==> src/rtl/mw_pkg.sv <==
package mw_pkg;
    localparam int MW_OPC_W  = 2;
    localparam int MW_ADDR_W = 6;
    localparam int MW_WORD_W = 16;
    localparam int MW_CNT_W  = $clog2(MW_WORD_W + 1);

    localparam logic [MW_OPC_W-1:0] MW_OP_READ = 2'b10;

    typedef enum logic [1:0] {
        MW_IDLE,
        MW_OPC,
        MW_ADR,
        MW_RD
    } mw_state_e;

    typedef struct packed {
        mw_state_e              state;
        logic [MW_CNT_W-1:0]    cnt;
        logic [MW_OPC_W-1:0]    opc;
        logic [MW_ADDR_W-1:0]   adr;
        logic [MW_WORD_W-1:0]   shreg;
        logic                   dout;
        logic                   err;
    } mw_regs_t;
endpackage

==> src/rtl/mw_edge_sync.sv <==
module mw_edge_sync #(
    parameter int STAGES = 2
) (
    input  logic clk,
    input  logic rst_n,
    input  logic sk_i,
    input  logic di_i,
    output logic rise_o,
    output logic di_o
);
    logic [STAGES-1:0] sk_pipe_q, sk_pipe_d;
    logic [STAGES-1:0] di_pipe_q, di_pipe_d;
    logic              sk_prev_q, sk_prev_d;

    generate
        if (STAGES == 1) begin : g_one
            assign sk_pipe_d = sk_i;
            assign di_pipe_d = di_i;
        end else begin : g_many
            assign sk_pipe_d = {sk_pipe_q[STAGES-2:0], sk_i};
            assign di_pipe_d = {di_pipe_q[STAGES-2:0], di_i};
        end
    endgenerate

    assign sk_prev_d = sk_pipe_q[STAGES-1];

    always_ff @(posedge clk) begin
        if (!rst_n) begin
            sk_pipe_q <= '0;
            di_pipe_q <= '0;
            sk_prev_q <= 1'b0;
        end else begin
            sk_pipe_q <= sk_pipe_d;
            di_pipe_q <= di_pipe_d;
            sk_prev_q <= sk_prev_d;
        end
    end

    // rising edge of the synchronized serial clock; data aligned to it
    assign rise_o = sk_pipe_q[STAGES-1] & ~sk_prev_q;
    assign di_o   = di_pipe_q[STAGES-1];
endmodule

==> src/rtl/mw_word_map.sv <==
module mw_word_map #(
    parameter int ADDR_W        = 6,
    parameter int WORD_W        = 16,
    parameter int STATION_BYTES = 6,
    parameter int STORE_WORDS   = 12,
    parameter int BASE_ADDR     = 6
) (
    input  logic [ADDR_W-1:0]          adr_i,
    input  logic [8*STATION_BYTES-1:0] station_i,
    output logic [WORD_W-1:0]          word_o,
    output logic                       ok_o
);
    localparam int N_WORDS = (8 * STATION_BYTES) / WORD_W;

    logic [N_WORDS-1:0] hit;
    logic [WORD_W-1:0]  pick [N_WORDS];
    logic               in_range;

    // slot k sits at BASE_ADDR+k and carries station bits WORD_W*k upward
    for (genvar k = 0; k < N_WORDS; k++) begin : g_slot
        localparam logic [ADDR_W-1:0] SLOT_ADR = ADDR_W'(BASE_ADDR + k);
        assign hit[k]  = (adr_i == SLOT_ADR);
        assign pick[k] = hit[k] ? station_i[WORD_W*k +: WORD_W] : '0;
    end

    always_comb begin
        word_o = '0;
        for (int k = 0; k < N_WORDS; k++) begin
            word_o = word_o | pick[k];
        end
    end

    assign in_range = ({1'b0, adr_i} < (ADDR_W+1)'(STORE_WORDS));
    assign ok_o     = (|hit) & in_range;
endmodule

==> src/rtl/mw_serial_fsm.sv <==
module mw_serial_fsm
    import mw_pkg::*;
(
    input  logic                 clk,
    input  logic                 rst_n,
    input  logic                 rise_i,
    input  logic                 di_i,
    input  logic [MW_WORD_W-1:0] map_word_i,
    input  logic                 map_ok_i,
    output logic [MW_ADDR_W-1:0] adr_shift_o,
    output mw_state_e            state_o,
    output logic                 dout_o,
    output logic                 err_o
);
    mw_regs_t q, d;

    localparam logic [MW_CNT_W-1:0] ONE = MW_CNT_W'(1);

    // address including the bit arriving on this edge, fed to the map
    assign adr_shift_o = {q.adr[MW_ADDR_W-2:0], di_i};

    always_comb begin
        d = q;
        if (rise_i) begin
            d.dout = 1'b0;
            unique case (q.state)
                MW_IDLE: begin
                    if (di_i) begin
                        d.state = MW_OPC;
                        d.cnt   = MW_CNT_W'(MW_OPC_W);
                        d.opc   = '0;
                    end
                end
                MW_OPC: begin
                    d.opc = {q.opc[MW_OPC_W-2:0], di_i};
                    d.cnt = q.cnt - ONE;
                    if (q.cnt == ONE) begin
                        if ({q.opc[MW_OPC_W-2:0], di_i} == MW_OP_READ) begin
                            d.state = MW_ADR;
                            d.cnt   = MW_CNT_W'(MW_ADDR_W);
                            d.adr   = '0;
                        end else begin
                            d.state = MW_IDLE;
                            d.err   = 1'b1;
                        end
                    end
                end
                MW_ADR: begin
                    d.adr = adr_shift_o;
                    d.cnt = q.cnt - ONE;
                    if (q.cnt == ONE) begin
                        if (map_ok_i) begin
                            d.state = MW_RD;
                            d.cnt   = MW_CNT_W'(MW_WORD_W);
                            d.shreg = map_word_i;
                        end else begin
                            d.state = MW_IDLE;
                            d.err   = 1'b1;
                        end
                    end
                end
                MW_RD: begin
                    d.dout  = q.shreg[MW_WORD_W-1];
                    d.shreg = {q.shreg[MW_WORD_W-2:0], 1'b0};
                    d.cnt   = q.cnt - ONE;
                    if (q.cnt == ONE) begin
                        d.state = MW_IDLE;
                    end
                end
                default: d.state = MW_IDLE;
            endcase
        end
    end

    always_ff @(posedge clk) begin
        if (!rst_n) begin
            q.state <= MW_IDLE;
            q.cnt   <= '0;
            q.opc   <= '0;
            q.adr   <= '0;
            q.shreg <= '0;
            q.dout  <= 1'b0;
            q.err   <= 1'b0;
        end else begin
            q <= d;
        end
    end

    assign state_o = q.state;
    assign dout_o  = q.dout;
    assign err_o   = q.err;
endmodule

==> src/rtl/mw_eeprom_resp.sv <==
module mw_eeprom_resp
    import mw_pkg::*;
#(
    parameter int SYNC_STAGES   = 2,
    parameter int STATION_BYTES = 6,
    parameter int STORE_WORDS   = 12,
    parameter int MAP_BASE      = 6
) (
    input  logic                       clk,
    input  logic                       rst_n,
    input  logic                       sk_i,
    input  logic                       di_i,
    input  logic [8*STATION_BYTES-1:0] station_addr_i,
    output logic                       do_o,
    output logic                       err_o
);
    logic                 sk_rise;
    logic                 di_s;
    logic [MW_WORD_W-1:0] map_word;
    logic                 map_ok;
    logic [MW_ADDR_W-1:0] adr_shift;
    mw_state_e            fsm_state;

    mw_edge_sync #(
        .STAGES (SYNC_STAGES)
    ) u_sync (
        .clk    (clk),
        .rst_n  (rst_n),
        .sk_i   (sk_i),
        .di_i   (di_i),
        .rise_o (sk_rise),
        .di_o   (di_s)
    );

    mw_word_map #(
        .ADDR_W        (MW_ADDR_W),
        .WORD_W        (MW_WORD_W),
        .STATION_BYTES (STATION_BYTES),
        .STORE_WORDS   (STORE_WORDS),
        .BASE_ADDR     (MAP_BASE)
    ) u_map (
        .adr_i     (adr_shift),
        .station_i (station_addr_i),
        .word_o    (map_word),
        .ok_o      (map_ok)
    );

    mw_serial_fsm u_fsm (
        .clk         (clk),
        .rst_n       (rst_n),
        .rise_i      (sk_rise),
        .di_i        (di_s),
        .map_word_i  (map_word),
        .map_ok_i    (map_ok),
        .adr_shift_o (adr_shift),
        .state_o     (fsm_state),
        .dout_o      (do_o),
        .err_o       (err_o)
    );
endmodule

==> config.mk <==
export PLATFORM = sky130hd
export DESIGN_NAME = mw_eeprom_resp
export DESIGN_NICKNAME = d
export VERILOG_FILES = /design/src/rtl/mw_pkg.sv /design/src/rtl/mw_edge_sync.sv /design/src/rtl/mw_word_map.sv /design/src/rtl/mw_serial_fsm.sv /design/src/rtl/mw_eeprom_resp.sv
export SDC_FILE = /design/constraint.sdc
export NUM_CORES = 1
export LEC_CHECK = 0
export ABC_CLOCK_PERIOD_IN_PS = 3100
export CAP_MARGIN = 25
export CORE_MARGIN = 1
export CORE_UTILIZATION = 50
export CTS_BUF_LIST = sky130_fd_sc_hd__clkbuf_8
export DETAILED_ROUTE_END_ITERATION = 8
export GPL_TIMING_DRIVEN = 0
export PLACE_DENSITY = 0.89
export RECOVER_POWER = 100
export SETUP_SLACK_MARGIN = 0.3
export SYNTH_ARGS = -nofsm -noshare
export SYNTH_HDL_FRONTEND = slang
export SYNTH_SLANG_ARGS = --single-unit
export TNS_END_PERCENT = 1
==> constraint.sdc <==
create_clock -name clk -period 3.1 [get_ports clk]
set_clock_uncertainty 0.15 [all_clocks]
set_input_delay 0.465 -clock clk [delete_from_list [all_inputs] [get_ports clk]]
set_output_delay 0.465 -clock clk [all_outputs]
set_load 0.02 [all_outputs]
# Yosys cells after proc, flatten, opt, wreduce, memory -nomap -nowiden
# Index checks and enable logic that the tools add are counted.
# totals
reg_bits	36
latch_bits	0
ramBits	0
mem_bits_ro	0
in_bits	52
output_inout_bits	2
elab_cells	69
memories	0
# op_classes
addsub	1
multipliers	0
div	0
order_cmp	1
n_eq_ne	16
n_shift	0
muxes	25
bitwise_logic	5
n_reduce_logical	11
# ops
cell	count
$mux W16	5
$or A16 B16 Y16	2
$pmux W16 S2	1
$pmux W7 S4	1
$mux W5	4
$mux W7	2
$eq A6 B3 Y1 const B	2
$pmux W5 S2	1
$mux W9	1
$ne A2 B1 Y1 const B	4
$ne A2 B2 Y1 const B	4
$reduce_and A4 Y1	2
$eq A2 B2 Y1 const B	3
$eq A6 B4 Y1 const B	1
$lt A6 B4 Y1 const B	1
$mux W2	3
$reduce_and A6 Y1	1
$reduce_bool A2 Y1	3
$eq A5 B1 Y1 const B	1
$mux W1	5
$reduce_and A5 Y1	1
$sub A5 B1 Y5 const B	1
$pmux W1 S2	2
$reduce_and A3 Y1	1
6 further kinds	7

# Depth between registers and ports, before layout
# logic_depth
depth_word	7
mapped_depth	8
ltp_nobuf	7

# Cells and area by module
# A second synthesis with hierarchy kept.
# unflattened
hier_cells	241
hier_area_um2	2128.3
# by_module_without_submodules
module	instances	cells_per_inst	area_each_um2	seq_area_each_um2
mw_serial_fsm	1	188	1605.3	620.6
mw_word_map	1	42	385.4	0.0
mw_edge_sync	1	11	137.6	100.1

# Worst setup path before layout
# No wires, ideal clock.
# synth_path
kind	register to register
start	register u_fsm.q[27] in the netlist's numbering
end	register u_fsm.q, in the netlist u_fsm.state_o[1]
setup_time_ns	0.066
arrival_ns	1.932
required_ns	2.884
setup_slack_ns	0.953
stages_incl_launch_ff	8
path_buffers	0
synth_period_minus_slack_ns	2.147
path_cell_list	dfxtp_1 > inv_1 > ha_1 > or4b_4 > a211o_1 > or2_4 > a211o_1 > a21boi_2
# synth_via
elab_chain_cells	3
elab_cells_between_ends	5
classes_between	eq/ne (4); reduce/logical (1)
# synth_lines
item	line	source
start, declared	mw_serial_fsm.sv:15	mw_regs_t q, d;
$eq A5 B1 Y1 (*)	mw_serial_fsm.sv:37, mw_serial_fsm.sv:51, mw_serial_fsm.sv:66	
$ne A2 B1 Y1 (no line)	--	
$reduce_and A5 Y1 (no line) (*)	--	
# Every way passes the cells marked *; elsewhere a longest branch is shown, timed or not.
# A chain may end at the register's enable or synchronous reset.

# Final worst setup path
# layout_path
start	register u_fsm.q[26] in the netlist's numbering
end	register u_fsm.q[9] in the netlist's numbering
# layout_via
elab_chain_cells	3
# layout_lines
item	line	source
$eq A5 B1 Y1	mw_serial_fsm.sv:51	if (q.cnt == ONE) begin
$ne A2 B1 Y1 (no line)	--	
$reduce_and A4 Y1 (no line)	--	
# Every way passes these cells.

==> impl_metrics.tcl <==
set metrics [dict create \
    run_status "finished, final reports clean" \
    setup.worst_path.class "reg2reg" \
    design_area_um2 2740 \
    ratio_of_final_minimum_period_to_clock_period_pct 84.1 \
    yosysTopAreaCellShare_pct 34.5 \
    antenna_cells 0 \
    most_common_library_cell_in_the_layout_ignoring_fill_and_taps "sky130_fd_sc_hd__clkdlybuf4s50_1" \
    max_cap_viol_count 0 \
    timing.critical_path.required_ns 3.14 \
    cts.sink_count 36 \
    final-max-slew-violation-count 0 \
    floorplan.die_area_um2 4440 \
    detail-route-antenna-nets 0 \
    finish.net_count 357 \
    setup_viol_count_final 0 \
    clock.fmax_mhz 384 \
    yosys_warnings 0 \
    p_comb_share_pct 12.7 \
    power_density_nw_per_um2 326 \
    antenna_found_initial 0 \
    rrSetupSlack_ns 0.49 \
    register_area_share_after_synthesis_pct 34.5 \
    syn-instance-count 239 \
    hold_slack_ns 0.284 \
    switching_power_as_a_share_of_total_power_pct 22.4 \
    dieWidth_um 66.6 \
    die_y_um 66.6 \
    ir_worst_vdd_mv 0.251 \
    r2r_cells 6 \
    grt_setup_unrepaired "no" \
    postRouteWirelength_mm 5.56 \
    netSwitchingPower_mw 0.200 \
    rows 23 \
    p_seq_share_pct 52.2 \
    mappedNetlistNets 298 \
    routedWlPerCell_um 16.0 \
    netlist-cell-type-count 43 \
    clock_power_share_pct 35.0 \
    worst_hold_path.num_cells 1 \
    final_cell_mix "sky130_fd_sc_hd__clkdlybuf4s50_1, sky130_fd_sc_hd__dfxtp_1, sky130_fd_sc_hd__nand3_1" \
    worstSetupStartpointType "register" \
    cts_buffer_depth 2 \
    gr-total-overflow 0 \
    final_cell_count_no_fill 348 \
    numPlacedInstances 341 \
    remaining_drc_errors 0 \
    finalSetupTns_ns 0 \
    power_leakage_nw 0.887 \
    via_per_inst 6.05 \
    initial_utilization_pct 52.2 \
    worstReg2RegEnd "u_fsm.q[9]" \
    timing.hold.worst_endpoint "u_sync.sk_pipe_q[1]" \
    place.detailed.hpwl_mm 4.07 \
    synth_seq_cells 36 \
    tritoncts.num_buffers 5 \
    period_minus_slack_ns 2.61 \
    syn-cell-area_um2 2090 \
    setup.worst_path.end_class "register" \
    post_dp_cell_area_um2 2670 \
    fp.coreArea_um2 4000 \
    synth.top_cells.by_area "sky130_fd_sc_hd__dfxtp_1, sky130_fd_sc_hd__mux2_2, sky130_fd_sc_hd__a221oi_1" \
    detail_route.first_pass.iterations 4 \
    top_cell_type_by_total_area_after_synthesis "sky130_fd_sc_hd__dfxtp_1" \
    track_usage_pct 27.1 \
    cts_tree "done" \
    port-buffer-count 52 \
    place_congestion 0.898 \
    clkLatencyLatePin_ns 0.29 \
    routed-via-count 2106 \
    holdCritPathClass "reg2reg" \
    worstMarginPinSlew_ns 0.641 \
    slew_headroom_pct 57.3 \
    post_cts_buffers 0 \
    cts.htree.levels 2 \
    power_report.internal_total_mw 0.694 \
    detailedRoute.firstIterationViolations 190 \
    clk_pin_slew_ns 0.07 \
    min-delay-start "u_sync.sk_pipe_q[0]" \
    ioPinCount 54 \
    ctsRootBufferMaster "sky130_fd_sc_hd__clkbuf_8" \
    drive_above_1_share_pct 10.7 \
    path_max_fanout 10 \
    postCtsHoldBufs 0 \
    post_synth.cell_area_avg_um2 8.73 \
    syn_to_final_growth_pct 31.4 \
    pin_count_of_the_biggest_net_entering_global_routing 12 \
    post_cts_resize_count 0 \
    grt_pass1_wl_mm 9.20 \
    first_global_vias 2129 \
    timing.final.hold_violations 0 \
    critical_path_arrival_ns 2.64 \
    r2r_start "u_fsm.q[26]" \
]
## flip-flops by register name, indices dropped and copies added, names as in the netlist
signal             count
u_fsm.adr_shift_o      5
u_fsm.dout_o           1
u_fsm.err_o            1
u_fsm.q               22
u_fsm.state_o          2
u_sync.di_pipe_q       2
u_sync.sk_pipe_q       2
u_sync.sk_prev_q       1
## layer usage
layer  global-route usage (%)  up-vias  wire length (um)
li1                         -     1022                 -
met1                     31.2      990              2340
met2                     48.0       83              2740
met3                     5.14       11               388
met4                     11.7        0                87
met5                        0        -                 0
## cells by family (layout without fill, tap and decap cells)
group	after synthesis	in the layout	synth area share, %
AO/OA/AOI/OAI	82	82	29.2
adder cells (fa/ha/maj)	7	7	4.20
buffers and inverters	26	85	4.86
flip-flops	36	36	34.5
multiplexers	16	16	8.63
AND/OR/NAND/NOR	72	72	18.6
## cell usage after synthesis, drive strengths merged
cell type	n
a2111oi	2
a211o	2
a211oi	1
a21boi	8
a21oi	3
a221o	1
a221oi	15
a22oi	2
a311oi	1
a31o	1
a31oi	1
a41oi	1
and2	5
buf	5
clkbuf	13
dfxtp	36
ha	7
inv	8
mux2	16
nand2	12
nand2b	2
nand3	24
nand3b	2
nand4b	1
nor2	10
nor2b	5
nor3	3
nor4b	1
o21a	1
o21ai	23
o22ai	1
o311a	1
o31a	1
o31ai	16
o41a	1
or2	4
or2b	1
or4b	2
## worst max-delay path by stage
stage | start | endpoint | slack [ns] | cells after the start
after CTS | u_sync.di_pipe_q[1] | u_fsm.q[17] | 0.58 | 5
after detailed placement | u_sync.di_pipe_q[1] | u_fsm.q[17] | 0.60 | 5
after global routing | u_fsm.q[26] | u_fsm.q[4] | 0.38 | 6
after floorplan | u_fsm.q[27] | u_fsm.state_o[1] | 0.95 | 7
after global placement | u_sync.di_pipe_q[1] | u_fsm.q[17] | 0.63 | 5
final | u_fsm.q[26] | u_fsm.q[9] | 0.49 | 6
## metrics by stage
step / worst slack [ns] / util [%] / total power, mW
2_1_floorplan: 0.953 / - / 0.518
3_3_place_gp: 0.629 / 66.8 / 0.588
3_5_place_dp: 0.600 / 66.8 / 0.591
4_1_cts: 0.583 / 68.8 / 0.900
5_1_grt: 0.382 / 68.5 / 0.929
6_report: 0.493 / 68.5 / 0.894
## power groups by stage
stage | Sequential [mW] | Combinational [mW] | Clock, mW
after global routing | 0.467 | 0.123 | 0.339
final | 0.467 | 0.114 | 0.313
after floorplan | 0.477 | 0.0406 | 0
after global placement | 0.478 | 0.110 | 0
after CTS | 0.467 | 0.114 | 0.319
after detailed placement | 0.478 | 0.114 | 0
## layout make-up
class	instances	area, um2
Buffer	18	68.8
Multi-Input combinational cell	177	1260
Sequential cell	36	721
Fill cell	339	1260
Timing Repair Buffer	52	520
Clock buffer	5	68.8
Inverter	8	30.0
Clock inverter	2	12.5
Tap cell	50	62.6
## critical path, stage by stage (launching register included)
cell	delay [ns]
sky130_fd_sc_hd__dfxtp_1	0.38
sky130_fd_sc_hd__ha_1	0.18
sky130_fd_sc_hd__or4b_1	0.56
sky130_fd_sc_hd__a2111oi_4	0.40
sky130_fd_sc_hd__o21ai_0	0.23
sky130_fd_sc_hd__clkbuf_1	0.28
sky130_fd_sc_hd__o31ai_1	0.34
Power figures use the tool's default switching activity.
